## config.mk

```make
export PLATFORM = sky130hd
export DESIGN_NAME = updn_counter
export DESIGN_NICKNAME = d
export VERILOG_FILES = /design/src/rtl/updn_pkg.sv /design/src/rtl/updn_decode.sv /design/src/rtl/updn_next.sv /design/src/rtl/updn_tc.sv /design/src/rtl/updn_counter.sv
export SDC_FILE = /design/constraint.sdc
export NUM_CORES = 1
export LEC_CHECK = 0
export ABC_AREA = 1
export ABC_CLOCK_PERIOD_IN_PS = 2700
export BUFFER_PORTS_ARGS = -buffer_cell sky130_fd_sc_hd__buf_4
export CAP_MARGIN = 20
export CORE_ASPECT_RATIO = 1.2
export CORE_MARGIN = 5
export CORE_UTILIZATION = 45
export DETAILED_ROUTE_END_ITERATION = 7
export PLACE_DENSITY = 0.76
export SLEW_MARGIN = 20
export SYNTH_ARGS = -nofsm -noshare
export SYNTH_HDL_FRONTEND = slang
export SYNTH_SLANG_ARGS = --single-unit
```

## constraint.sdc

```tcl
create_clock -name clk_i -period 2.7 [get_ports clk_i]
set_input_delay 0.54 -clock clk_i [delete_from_list [all_inputs] [get_ports clk_i]]
set_output_delay 0.54 -clock clk_i [all_outputs]
set_load 0.05 [all_outputs]
```

## src/rtl/updn_pkg.sv

```systemverilog
package updn_pkg;
  typedef enum logic [1:0] {
    OP_HOLD = 2'd0,
    OP_UP   = 2'd1,
    OP_DOWN = 2'd2,
    OP_LOAD = 2'd3
  } cnt_op_e;
endpackage

```

## src/rtl/updn_decode.sv

```systemverilog
module updn_decode
  import updn_pkg::*;
(
  input  logic    load_ni,
  input  logic    cnt_en_ni,
  input  logic    chain_en_ni,
  input  logic    up_i,
  output cnt_op_e op_o
);
  always_comb begin
    if (!load_ni)                      op_o = OP_LOAD;
    else if (cnt_en_ni || chain_en_ni) op_o = OP_HOLD;
    else if (up_i)                     op_o = OP_UP;
    else                               op_o = OP_DOWN;
  end
endmodule

```

## src/rtl/updn_next.sv

```systemverilog
module updn_next
  import updn_pkg::*;
#(
  parameter int WIDTH = 8
) (
  input  cnt_op_e          op_i,
  input  logic [WIDTH-1:0] q_i,
  input  logic [WIDTH-1:0] d_i,
  output logic [WIDTH-1:0] q_next_o
);
  localparam logic [WIDTH-1:0] ONE = WIDTH'(1);

  always_comb begin
    unique case (op_i)
      OP_LOAD: q_next_o = d_i;
      OP_UP:   q_next_o = q_i + ONE;
      OP_DOWN: q_next_o = q_i - ONE;
      default: q_next_o = q_i;
    endcase
  end
endmodule

```

## src/rtl/updn_tc.sv

```systemverilog
module updn_tc #(
  parameter int WIDTH = 8
) (
  input  logic [WIDTH-1:0] q_i,
  input  logic             up_i,
  input  logic             chain_en_ni,
  output logic             tc_no
);
  logic [WIDTH-1:0] at_end;

  // each bit sits at its end value for the current direction
  for (genvar i = 0; i < WIDTH; i++) begin : g_bit
    assign at_end[i] = up_i ? q_i[i] : ~q_i[i];
  end

  assign tc_no = ~(~chain_en_ni & (&at_end));
endmodule

```

## src/rtl/updn_counter.sv

```systemverilog
module updn_counter
  import updn_pkg::*;
#(
  parameter int WIDTH = 8
) (
  input  logic             clk_i,
  input  logic             rst_ni,
  input  logic             load_ni,
  input  logic [WIDTH-1:0] data_i,
  input  logic             cnt_en_ni,
  input  logic             chain_en_ni,
  input  logic             up_i,
  output logic [WIDTH-1:0] count_o,
  output logic             tc_no
);
  cnt_op_e          op;
  logic [WIDTH-1:0] q_q, q_next;

  updn_decode u_decode (
    .load_ni    (load_ni),
    .cnt_en_ni  (cnt_en_ni),
    .chain_en_ni(chain_en_ni),
    .up_i       (up_i),
    .op_o       (op)
  );

  updn_next #(.WIDTH(WIDTH)) u_next (
    .op_i    (op),
    .q_i     (q_q),
    .d_i     (data_i),
    .q_next_o(q_next)
  );

  updn_tc #(.WIDTH(WIDTH)) u_tc (
    .q_i        (q_q),
    .up_i       (up_i),
    .chain_en_ni(chain_en_ni),
    .tc_no      (tc_no)
  );

  // reset is synchronous: no path into the register bypasses the clock
  always_ff @(posedge clk_i) begin
    if (!rst_ni) q_q <= '0;
    else         q_q <= q_next;
  end

  assign count_o = q_q;
endmodule

```

* After elaboration in Yosys (flattened, before gate mapping) *
Cells that the tools add are included.

word-level totals
  bits in registers = 8
  output and inout port bits = 9

operators by class
  muxes and demuxes = 12
  add/sub/neg operators = 2
  reductions and logical operators = 3
  bitwise operators = 11
  equality and inequality tests = 3

operators with widths
  kind                 count
  $pmux 8 s3           1
  $not 1->1            10
  $add 8x1->8 const B  1
  $mux 1               8
  $reduce_and 8->1     1
  $sub 8x1->8 const B  1
  $mux 2               3
  $eq 2x2->1 const B   2
  $reduce_bool 3->1    1
  $eq 2x1->1 const B   1
  $and 1x1->1          1
  $logic_or 1x1->1     1

* Longest topological paths before layout *
Gate-level depths: netlist of run 1.

  depth after elaboration = 5
  depth in mapped cells = 16
  gate-level depth less buffers = 15

* By module *
A second synthesis of run 1 with hierarchy kept.

unflattened totals
  cells, all modules = 166
  area, all modules = 952.2 sq um

by module, submodules not included
  module        instances  area an instance (sq um)  seq. area each (sq um)  cells each
  updn_next     1          616.8                     0.0                     118
  updn_counter  1          225.2                     160.2                   25
  updn_tc       1          85.1                      0.0                     17
  updn_decode   1          25.0                      0.0                     6

* Worst setup path after synthesis of run 1 *
No wires, ideal clock.

  kind = input to register
  from = in cnt_en_ni
  to = reg q_q[2] (netlist: count_o[2])
  path slack = 0.457 ns
  arrival time = 2.148 ns
  cell stages on the path = 12
  setup time = 0.095 ns
  cell sequence = inv_1 -> a31oi_1 -> ha_1 -> buf_6 -> nand2_1 -> inv_2 -> nor2_4 -> ha_1 -> a21o_1 -> a21oi_1 -> o21ai_0 -> a221oi_1

on the way
  cells in the longest elaborated chain, start to end = 5
  elaborated cells on any way between the ends = 8
  those cells by class = eq/ne (3); mux (3); reduce/logical (2)

RTL lines
  what                                                    line                text
  start, declared                                         updn_counter.sv:10  input logic cnt_en_ni,
  $logic_or 1x1->1 (*)                                    updn_decode.sv:12   else if (cnt_en_ni || chain_en_ni) op_o = OP_HOLD;
  $mux 2 (*)                                              updn_decode.sv:12
  $mux 2 (*)                                              updn_decode.sv:11   if (!load_ni) op_o = OP_LOAD;
  $eq 2x2->1 / $eq 2x1->1 (equally long branches)         updn_next.sv:14     unique case (op_i)
  $pmux 8 s3 / $reduce_bool 3->1 (equally long branches)  -
  end signal, assigned                                    updn_counter.sv:44  else q_q <= q_next;
  end, declared                                           updn_counter.sv:17  logic [WIDTH-1:0] q_q, q_next;

Every way passes the cells marked *; elsewhere a longest branch is shown, timed or not.
A chain may end at the register's enable or synchronous reset.

* Worst setup path after layout of run 1 *
  from = reg q_q[4] (netlist: count_o[4])
  to = out tc_no

on the way
  cells in the longest elaborated chain, start to end = 5

RTL lines
  what                  line                text
  $not 1->1             updn_tc.sv:13       assign at_end[i] = up_i ? q_i[i] : ~q_i[i];
  $mux 1 (*)            updn_tc.sv:13
  $reduce_and 8->1 (*)  updn_tc.sv:16       assign tc_no = ~(~chain_en_ni & (&at_end));
  $and 1x1->1 (*)       updn_tc.sv:16
  $not 1->1 (*)         updn_tc.sv:16
  end, declared         updn_counter.sv:14  output logic tc_no

Marked as above.

==> impl_metrics.json, run 1 <==
{
  "cts_tree": "yes",
  "async_flop_share": 0,
  "die_area_mm2": 0.002816,
  "largest_reg_flops": 8,
  "grt_max_degree": 12,
  "holdPathStages": 3,
  "worst_setup_path_start_kind": "flop",
  "max_stage_delay_ns": 0.49,
  "gp_congestion": 0.9146,
  "grt_pass1_wl_um": 3864,
  "fin_skew_ns": 0.007035,
  "dpl_cell_area_mm2": 0.001011,
  "relSlewSlack": 0.7411,
  "setup_violations": 0,
  "antenna_left": 0,
  "clk_pin_slew_worst_paths_ns": 0.06,
  "worstPathArrival_ns": 1.57,
  "vias": 973,
  "max_freq_mhz": 474.3,
  "clock_latency_ns": 0.25,
  "dr.pass1.iters": 4,
  "synth_nets": 160,
  "drt_iter0_markers": 32,
  "synth_edf_count": 0,
  "initial_utilization": 0.4609,
  "avgSynthCellArea_um2": 5.868,
  "worstMarginPinSlew_ns": 0.3834,
  "post-route-period-util": 0.7809,
  "ys_seq_area_frac": 0.1922,
  "critPathMaxFanout": 7,
  "postCtsSetupBuffers": 0,
  "r2r_cells": 8,
  "crit_chain": "nand3_1 -> o41ai_1 -> nand2_1 -> buf_4",
  "coreArea_mm2": 0.001808,
  "via_per_inst": 5.288,
  "design_area_mm2": 0.001033,
  "cp.required_ns": 2.16,
  "ys.flop_type": "dfxtp_1",
  "die_y_um": 57.14,
  "ys_ff_latch": 8,
  "postLayoutCoreUtil": 0.5716,
  "hold_buffers": 0,
  "cpMaxStageDelayCell": "dfxtp_1",
  "cp.depth": 4,
  "cts_max_level": 1,
  "syn_inst": 142,
  "clockBufferDepth": 2,
  "area_growth_pct": 24.02,
  "worstSetupPathType": "flop to output pin",
  "antenna_cells": 0,
  "critPathCaptureType": "output pin",
  "synth.cell_area_um2": 833.3,
  "crit_family": "flip-flops",
  "wirelength_um": 2314,
  "track_usage": 0.1702,
  "dp_cells": 181,
  "p_total_mw": 0.5115,
  "drv_slew": 0,
  "die_x_um": 49.28,
  "path_buf_inv": 1,
  "period_minus_slack_ns": 2.109,
  "p_leak_nw": 0.5484,
  "root_buffer": "clkbuf_4",
  "antenna_found_initial": 0,
  "clock-sinks": 8,
  "final_layout_size_suffix_gt1_frac": 0.2364,
  "finalHoldViolations": 0,
  "fin_setup_tns_ns": 0,
  "cts_buffers": 3,
  "hold_class": "primary input to flop",
  "nets": 185,
  "maxCapViolCount": 0,
  "rsz0062_at_grt": "no",
  "dp_hpwl_um": 1865,
  "status": "finished clean",
  "gr-total-overflow": 0,
  "wl_per_cell_um": 12.58,
  "yosys_warnings": 0,
  "cts_resized": 0,
  "io_pins": 23,
  "grt_pass1_vias": 886,
  "io_buffers": 22,
  "synth_cell_types": 30,
  "peakVddDrop_mv": 0.3232,
  "rows": 17,
  "powerDensity_mw_per_mm2": 494.9,
  "final_cells": 184,
  "drc": 0
}
-- report_power, final --
| part | switching (mW) | total, mW | internal (mW) |
|---|---|---|---|
| registers | 0.0288 | 0.162 | 0.134 |
| clock network | 0.0407 | 0.0916 | 0.0509 |
| logic | 0.165 | 0.257 | 0.0927 |
| total | 0.234 | 0.511 | 0.277 |
-- metrics by stage --
| stage | hold WS (ns) | setup WS (ns) |
|---|---|---|
| finish | 0.5561 | 0.5915 |
| global route | 0.5769 | 0.3836 |
| CTS | 0.5535 | 0.5963 |
| detailed placement | 0.5496 | 0.3479 |
| global placement | 0.5470 | 0.3853 |
| floorplan | 0.6784 | 0.4569 |
-- cells in the final DEF, fill, tap and decap left out, types with 4 or more instances in the layout --
| cell | instances |
|---|---|
| a21oi_1 | 14 |
| buf_4 | 23 |
| dfxtp_1 | 8 |
| ha_1 | 4 |
| inv_1 | 21 |
| nand2_1 | 38 |
| nand3_1 | 10 |
| nor2_1 | 11 |
| nor2_2 | 4 |
| o21ai_0 | 4 |
-- synth_stat cells (all sizes together), types with 2 or more instances --
| library cell | n | area [µm²] |
|---|---|---|
| nor2 | 17 | 88.83 |
| nand4 | 2 | 12.51 |
| clkbuf | 2 | 7.510 |
| o21ai | 5 | 25.02 |
| a21oi | 15 | 78.83 |
| dfxtp | 8 | 160.2 |
| nand2 | 41 | 161.4 |
| inv | 23 | 86.34 |
| ha | 4 | 50.05 |
| a31oi | 2 | 12.51 |
| nand3 | 11 | 60.06 |
-- tightest hold or removal path, cell delays in order --
cell and delay, ns:
buf_4 0.11, o211ai_1 0.08, inv_1 0.05
-- metal layers --
layer,track usage,vias up,share of wire
met1,0.1956,431,0.41
met2,0.3076,30,0.53
li1,-,506,-
met4,0.06538,0,0.016
met3,0.02872,6,0.043
met5,0,-,0
-- cells by family after synthesis --
group | after synthesis | share of synthesized area
AO/OA/AOI/OAI | 26 | 0.1787
flip-flops | 8 | 0.1922
buffers and inverters | 27 | 0.1306
AND/OR/NAND/NOR | 75 | 0.4174
adder cells (fa/ha/maj) | 4 | 0.06006
XOR/XNOR | 2 | 0.02102
-- final timing paths --
kind              start    endpoint  slack [ns]
max          count_o[4]       tc_no        0.59
min              rst_ni  count_o[1]        0.56
min reg2reg  count_o[5]  count_o[5]        0.56
max reg2reg  count_o[1]  count_o[2]        1.06
-- area by class of cell --
cell class | instances | area, µm²
tap | 19 | 23.77
timing repair buffer | 23 | 172.7
clock buffer | 3 | 22.52
sequential | 8 | 160.2
inverter | 24 | 90.09
fill | 179 | 774.5
multi-input combinational | 107 | 564.3
(Power assumes the default switching activity.)
==> run 2, diff against run 1 <==
ABC_CLOCK_PERIOD_IN_PS = 1870   (was 2700)
PLACE_DENSITY = 0.79   (was 0.76)
clock period = 1.87 ns   (was 2.7 ns; I/O delays follow)
==> impl_metrics.json, run 2 (synthesis gave the netlist of run 1 again) <==
{
  "setup_violations": 0,
  "finalWorstSetupSlack_ns": 0.03667,
  "wl_per_cell_um": 13.11,
  "p_sw_mw": 0.3838,
  "die_x_um": 49.28,
  "gp_congestion": 0.8949,
  "rows": 17,
  "whs_ns": 0.3958,
  "antenna_cells": 0,
  "fin_skew_ns": 0.001339,
  "intPower_mw": 0.4747,
  "die_y_um": 57.14,
  "drv_slew": 0,
  "peakVddDrop_mv": 0.8238,
  "vias": 1091,
  "final_layout_size_suffix_gt1_frac": 0.4677,
  "combinationalPowerShare": 0.578,
  "grt_max_degree": 10,
  "final_cells": 205,
  "cts_tree": "yes",
  "initial_utilization": 0.4609,
  "dr.pass1.iters": 4,
  "layout_common_cells": "buf_4 (41), nand2_1 (33), inv_1 (15)",
  "track_usage": 0.1841,
  "final_common_cell": "buf_4",
  "die_area_mm2": 0.002816,
  "powerDensity_mw_per_mm2": 643.1,
  "period_minus_slack_ns": 1.833,
  "power_switching_share": 0.4471,
  "pwr-share-clk": 0.153,
  "wirelength_um": 2688,
  "io_buffers": 22,
  "coreArea_mm2": 0.001808,
  "post-route-period-util": 0.9804,
  "cp.required_ns": 2.03,
  "grt_pass1_wl_um": 4126,
  "critPathCaptureType": "flop",
  "seq_power_share": 0.270,
  "via_per_inst": 5.322,
  "largest_reg_flops": 8,
  "dp_cells": 200,
  "io_pins": 23,
  "root_buffer": "clkbuf_4",
  "drc": 0,
  "relSlewSlack": 0.8247,
  "cts_max_level": 1,
  "drt_iter0_markers": 21,
  "worst_setup_path_start_kind": "primary input",
  "p_leak_nw": 0.6668,
  "antenna_found_initial": 0,
  "antenna_left": 0,
  "area_growth_pct": 60.21,
  "worstPathArrival_ns": 1.99,
  "grt_pass1_vias": 1055,
  "nets": 206,
  "max_freq_mhz": 545.5,
  "clock-sinks": 8,
  "finalHoldViolations": 0,
  "dp_hpwl_um": 2045,
  "critPathMaxFanout": 6,
  "hold_buffers": 0,
  "maxCapViolCount": 0,
  "clock_latency_ns": 0.25,
  "cts_buffers": 3,
  "status": "finished clean",
  "worstMarginPinSlew_ns": 0.2614,
  "clockBufferDepth": 2,
  "regToRegSetupSlack_ns": 0.28,
  "dpl_worst_slack_ns": -0.2273,
  "worstSetupPathType": "primary input to flop",
  "clk_pin_slew_worst_paths_ns": 0.05,
  "hold_class": "primary input to flop",
  "gr-total-overflow": 0
}
run 2: cell count changes in the layout (fill, tap and decap cells not counted), sizes merged:
cell	change
buf	+21
run 2: path summary, 6_finish.rpt:
| check | from | endpoint | cells past startpoint |
|---|---|---|---|
| max reg2reg | count_o[1] | count_o[2] | 8 |
| min | rst_ni | count_o[1] | 3 |
| max | chain_en_ni | count_o[2] | 13 |
| min reg2reg | count_o[7] | count_o[7] | 2 |
run 2: layout make-up:
| type | instances | area (µm²) |
|---|---|---|
| Fill cell | 137 | 473.0 |
| Sequential cell | 8 | 163.9 |
| Multi-Input combinational cell | 107 | 678.2 |
| Timing Repair Buffer | 44 | 341.6 |
| Inverter | 24 | 105.1 |
| Tap cell | 19 | 23.77 |
| Clock buffer | 3 | 22.52 |
run 2: worst max-delay path: stages:
cell and delay [ns]:
buf_4 0.13, inv_4 0.08, a31oi_4 0.09, inv_2 0.09
ha_4 0.20, nand2_2 0.07, inv_2 0.09, nor2_4 0.05
ha_2 0.16, a21o_4 0.20, a21oi_2 0.14, o21ai_1 0.08
a221oi_1 0.25
run 2: power by group through the flow:
stage          sequential, mW  clock, mW  combinational, mW
2_1_floorplan           0.303          0              0.210
3_3_place_gp            0.228          0              0.447
3_5_place_dp            0.230          0              0.455
4_1_cts                 0.226      0.134              0.458
5_1_grt                 0.235      0.146              0.536
6_report                0.231      0.131              0.496
run 2: metrics by stage:
stage                     cell area, µm²   TNS, ns  utilization  power [mW]
after detailed placement            1219   -0.9381       0.6740      0.6848
after global routing                1335  -0.07250       0.7384      0.9178
after floorplan                    898.4  -0.09713            -      0.5134
after global placement              1219   -0.5713       0.6740      0.6749
final                               1335         0       0.7384      0.8585
after CTS                           1241         0       0.6865      0.8180
run 2: what timing repair did:
item,4_1_cts,5_1_grt
endpoints found under the setup margin,0,6
resized for setup,0,24
setup buffers,0,2
run 2: per-layer routing:
layer  track usage  up-vias  wire length [µm]
li1              -      548                 -
met1        0.1797      500              1071
met2        0.3499       31              1432
met3       0.04439       12               104
met4       0.09231        0                79
met5             0        -                 0
==> run 3, diff against run 2 <==
BUFFER_PORTS_ARGS = default   (was -buffer_cell sky130_fd_sc_hd__buf_4)
CORE_MARGIN = 4   (was 5)
CORE_UTILIZATION = 40   (was 45)
DONT_BUFFER_PORTS = 1   (was default)
PLACE_DENSITY = 0.62   (was 0.79)
==> impl_metrics.json, run 3 (synthesis gave the netlist of run 1 again) <==
{
  "status": "finished clean",
  "p_leak_nw": 0.5297,
  "cpMaxStageDelayCell": "dfxtp_2",
  "drv_slew": 0,
  "die_area_mm2": 0.002881,
  "vias": 952,
  "grt_max_degree": 10,
  "cts_max_level": 1,
  "max_stage_delay_ns": 0.35,
  "cp.required_ns": 1.50,
  "regToRegSetupSlack_ns": 0.34,
  "worstPathArrival_ns": 1.35,
  "holdPathStages": 2,
  "largest_reg_flops": 8,
  "worstMarginPinSlew_ns": 0.2545,
  "powerDensity_mw_per_mm2": 716.2,
  "clock_latency_ns": 0.26,
  "maxCapViolCount": 0,
  "worstSetupPathType": "flop to output pin",
  "layout_common_cells": "nand2_1 (37), buf_4 (18), inv_1 (16)",
  "post-route-period-util": 0.9210,
  "initial_utilization": 0.4353,
  "drc": 0,
  "cts_buffers": 3,
  "timing.rr.start": "count_o[1]",
  "crit_chain": "nor4_2 -> nand4_1 -> o41ai_1 -> nand2_1 -> buf_4",
  "postCtsSetupBuffers": 0,
  "r2r_cells": 8,
  "critPathCaptureType": "output pin",
  "hold_buffers": 0,
  "final_layout_size_suffix_gt1_frac": 0.3188,
  "clock-sinks": 8,
  "hold_end": "count_o[0]",
  "gp_congestion": 0.9002,
  "coreArea_mm2": 0.001914,
  "antenna_cells": 0,
  "via_per_inst": 5.318,
  "rsz0062_at_grt": "no",
  "antenna_left": 0,
  "finalHoldViolations": 0,
  "cts_resized": 0,
  "nets": 180,
  "drt_iter0_markers": 23,
  "final_common_cell": "nand2_1",
  "max_freq_mhz": 580.6,
  "gr-total-overflow": 0,
  "die_x_um": 49.67,
  "antenna_found_initial": 0,
  "wirelength_um": 2254,
  "grt_pass1_vias": 927,
  "dr.pass1.iters": 4,
  "timing.rr.end": "count_o[2]",
  "hold_start": "rst_ni",
  "hold_class": "primary input to flop",
  "worst_setup_path_start_kind": "flop",
  "period_minus_slack_ns": 1.722,
  "io_pins": 23,
  "relSlewSlack": 0.8281,
  "area_growth_pct": 28.98,
  "wl_per_cell_um": 12.59,
  "setup_violations": 0,
  "io_buffers": 0,
  "grt_pass1_wl_um": 3974,
  "clk_pin_slew_worst_paths_ns": 0.05,
  "clockBufferDepth": 2,
  "root_buffer": "clkbuf_4",
  "rows": 17,
  "cts_tree": "yes",
  "peakVddDrop_mv": 0.4334,
  "track_usage": 0.1777,
  "whs_ns": 0.2490,
  "fin_setup_tns_ns": 0,
  "fin_skew_ns": 0.006583,
  "die_y_um": 58,
  "critPathMaxFanout": 6,
  "dp_hpwl_um": 1864
}
==> run 3: layer usage <==
metal | GRT usage | up-vias | wire length (µm)
li1 | - | 491 | -
met1 | 0.2177 | 418 | 970
met2 | 0.2892 | 33 | 1041
met3 | 0.02828 | 10 | 139
met4 | 0.1107 | 0 | 103
met5 | 0 | - | 0
==> run 3: worst max-delay path: cells and delay by family (launching register included) <==
| family | cells | cell delay, ns |
|---|---|---|
| buffers and inverters | 1 | 0.20 |
| flip-flops | 1 | 0.35 |
| AO/OA/AOI/OAI | 1 | 0.07 |
| AND/OR/NAND/NOR | 3 | 0.47 |
==> run 3: final cells by class <==
class / instances / area (µm²)
Fill cell: 193 / 839.6
Multi-Input combinational cell: 107 / 623.1
Sequential cell: 8 / 167.7
Timing Repair Buffer: 18 / 135.1
Inverter: 24 / 102.6
Tap cell: 19 / 23.77
Clock buffer: 3 / 22.52
==> run 3: where the power goes <==
| group | internal [mW] | leakage, nW | switching, mW |
|---|---|---|---|
| Clock | 0.0740 | 0.0138 | 0.0669 |
| Sequential | 0.197 | 0.0683 | 0.0369 |
| Combinational | 0.146 | 0.448 | 0.249 |
==> run 3: stage by stage <==
stage	cell area [µm²]	util	instances	power, mW	worst slack (ns)
floorplan	898.4	-	142	0.5134	-0.07439
global placement	1039	0.5425	176	0.6184	-0.01480
detailed placement	1039	0.5425	176	0.6240	-0.1055
CTS	1061	0.5542	179	0.7637	0.04386
global route	1075	0.5614	179	0.8335	0.04163
finish	1075	0.5614	179	0.7697	0.1478
==> run 3: worst max path at each step <==
stage / startpoint / endpoint / slack, ns / depth (start not counted)
floorplan: cnt_en_ni / count_o[2] / -0.07 / 12
global placement: chain_en_ni / count_o[4] / -0.01 / 15
detailed placement: chain_en_ni / count_o[2] / -0.11 / 12
CTS: count_o[6] / tc_no / 0.04 / 5
global route: count_o[6] / tc_no / 0.04 / 5
finish: count_o[6] / tc_no / 0.15 / 5
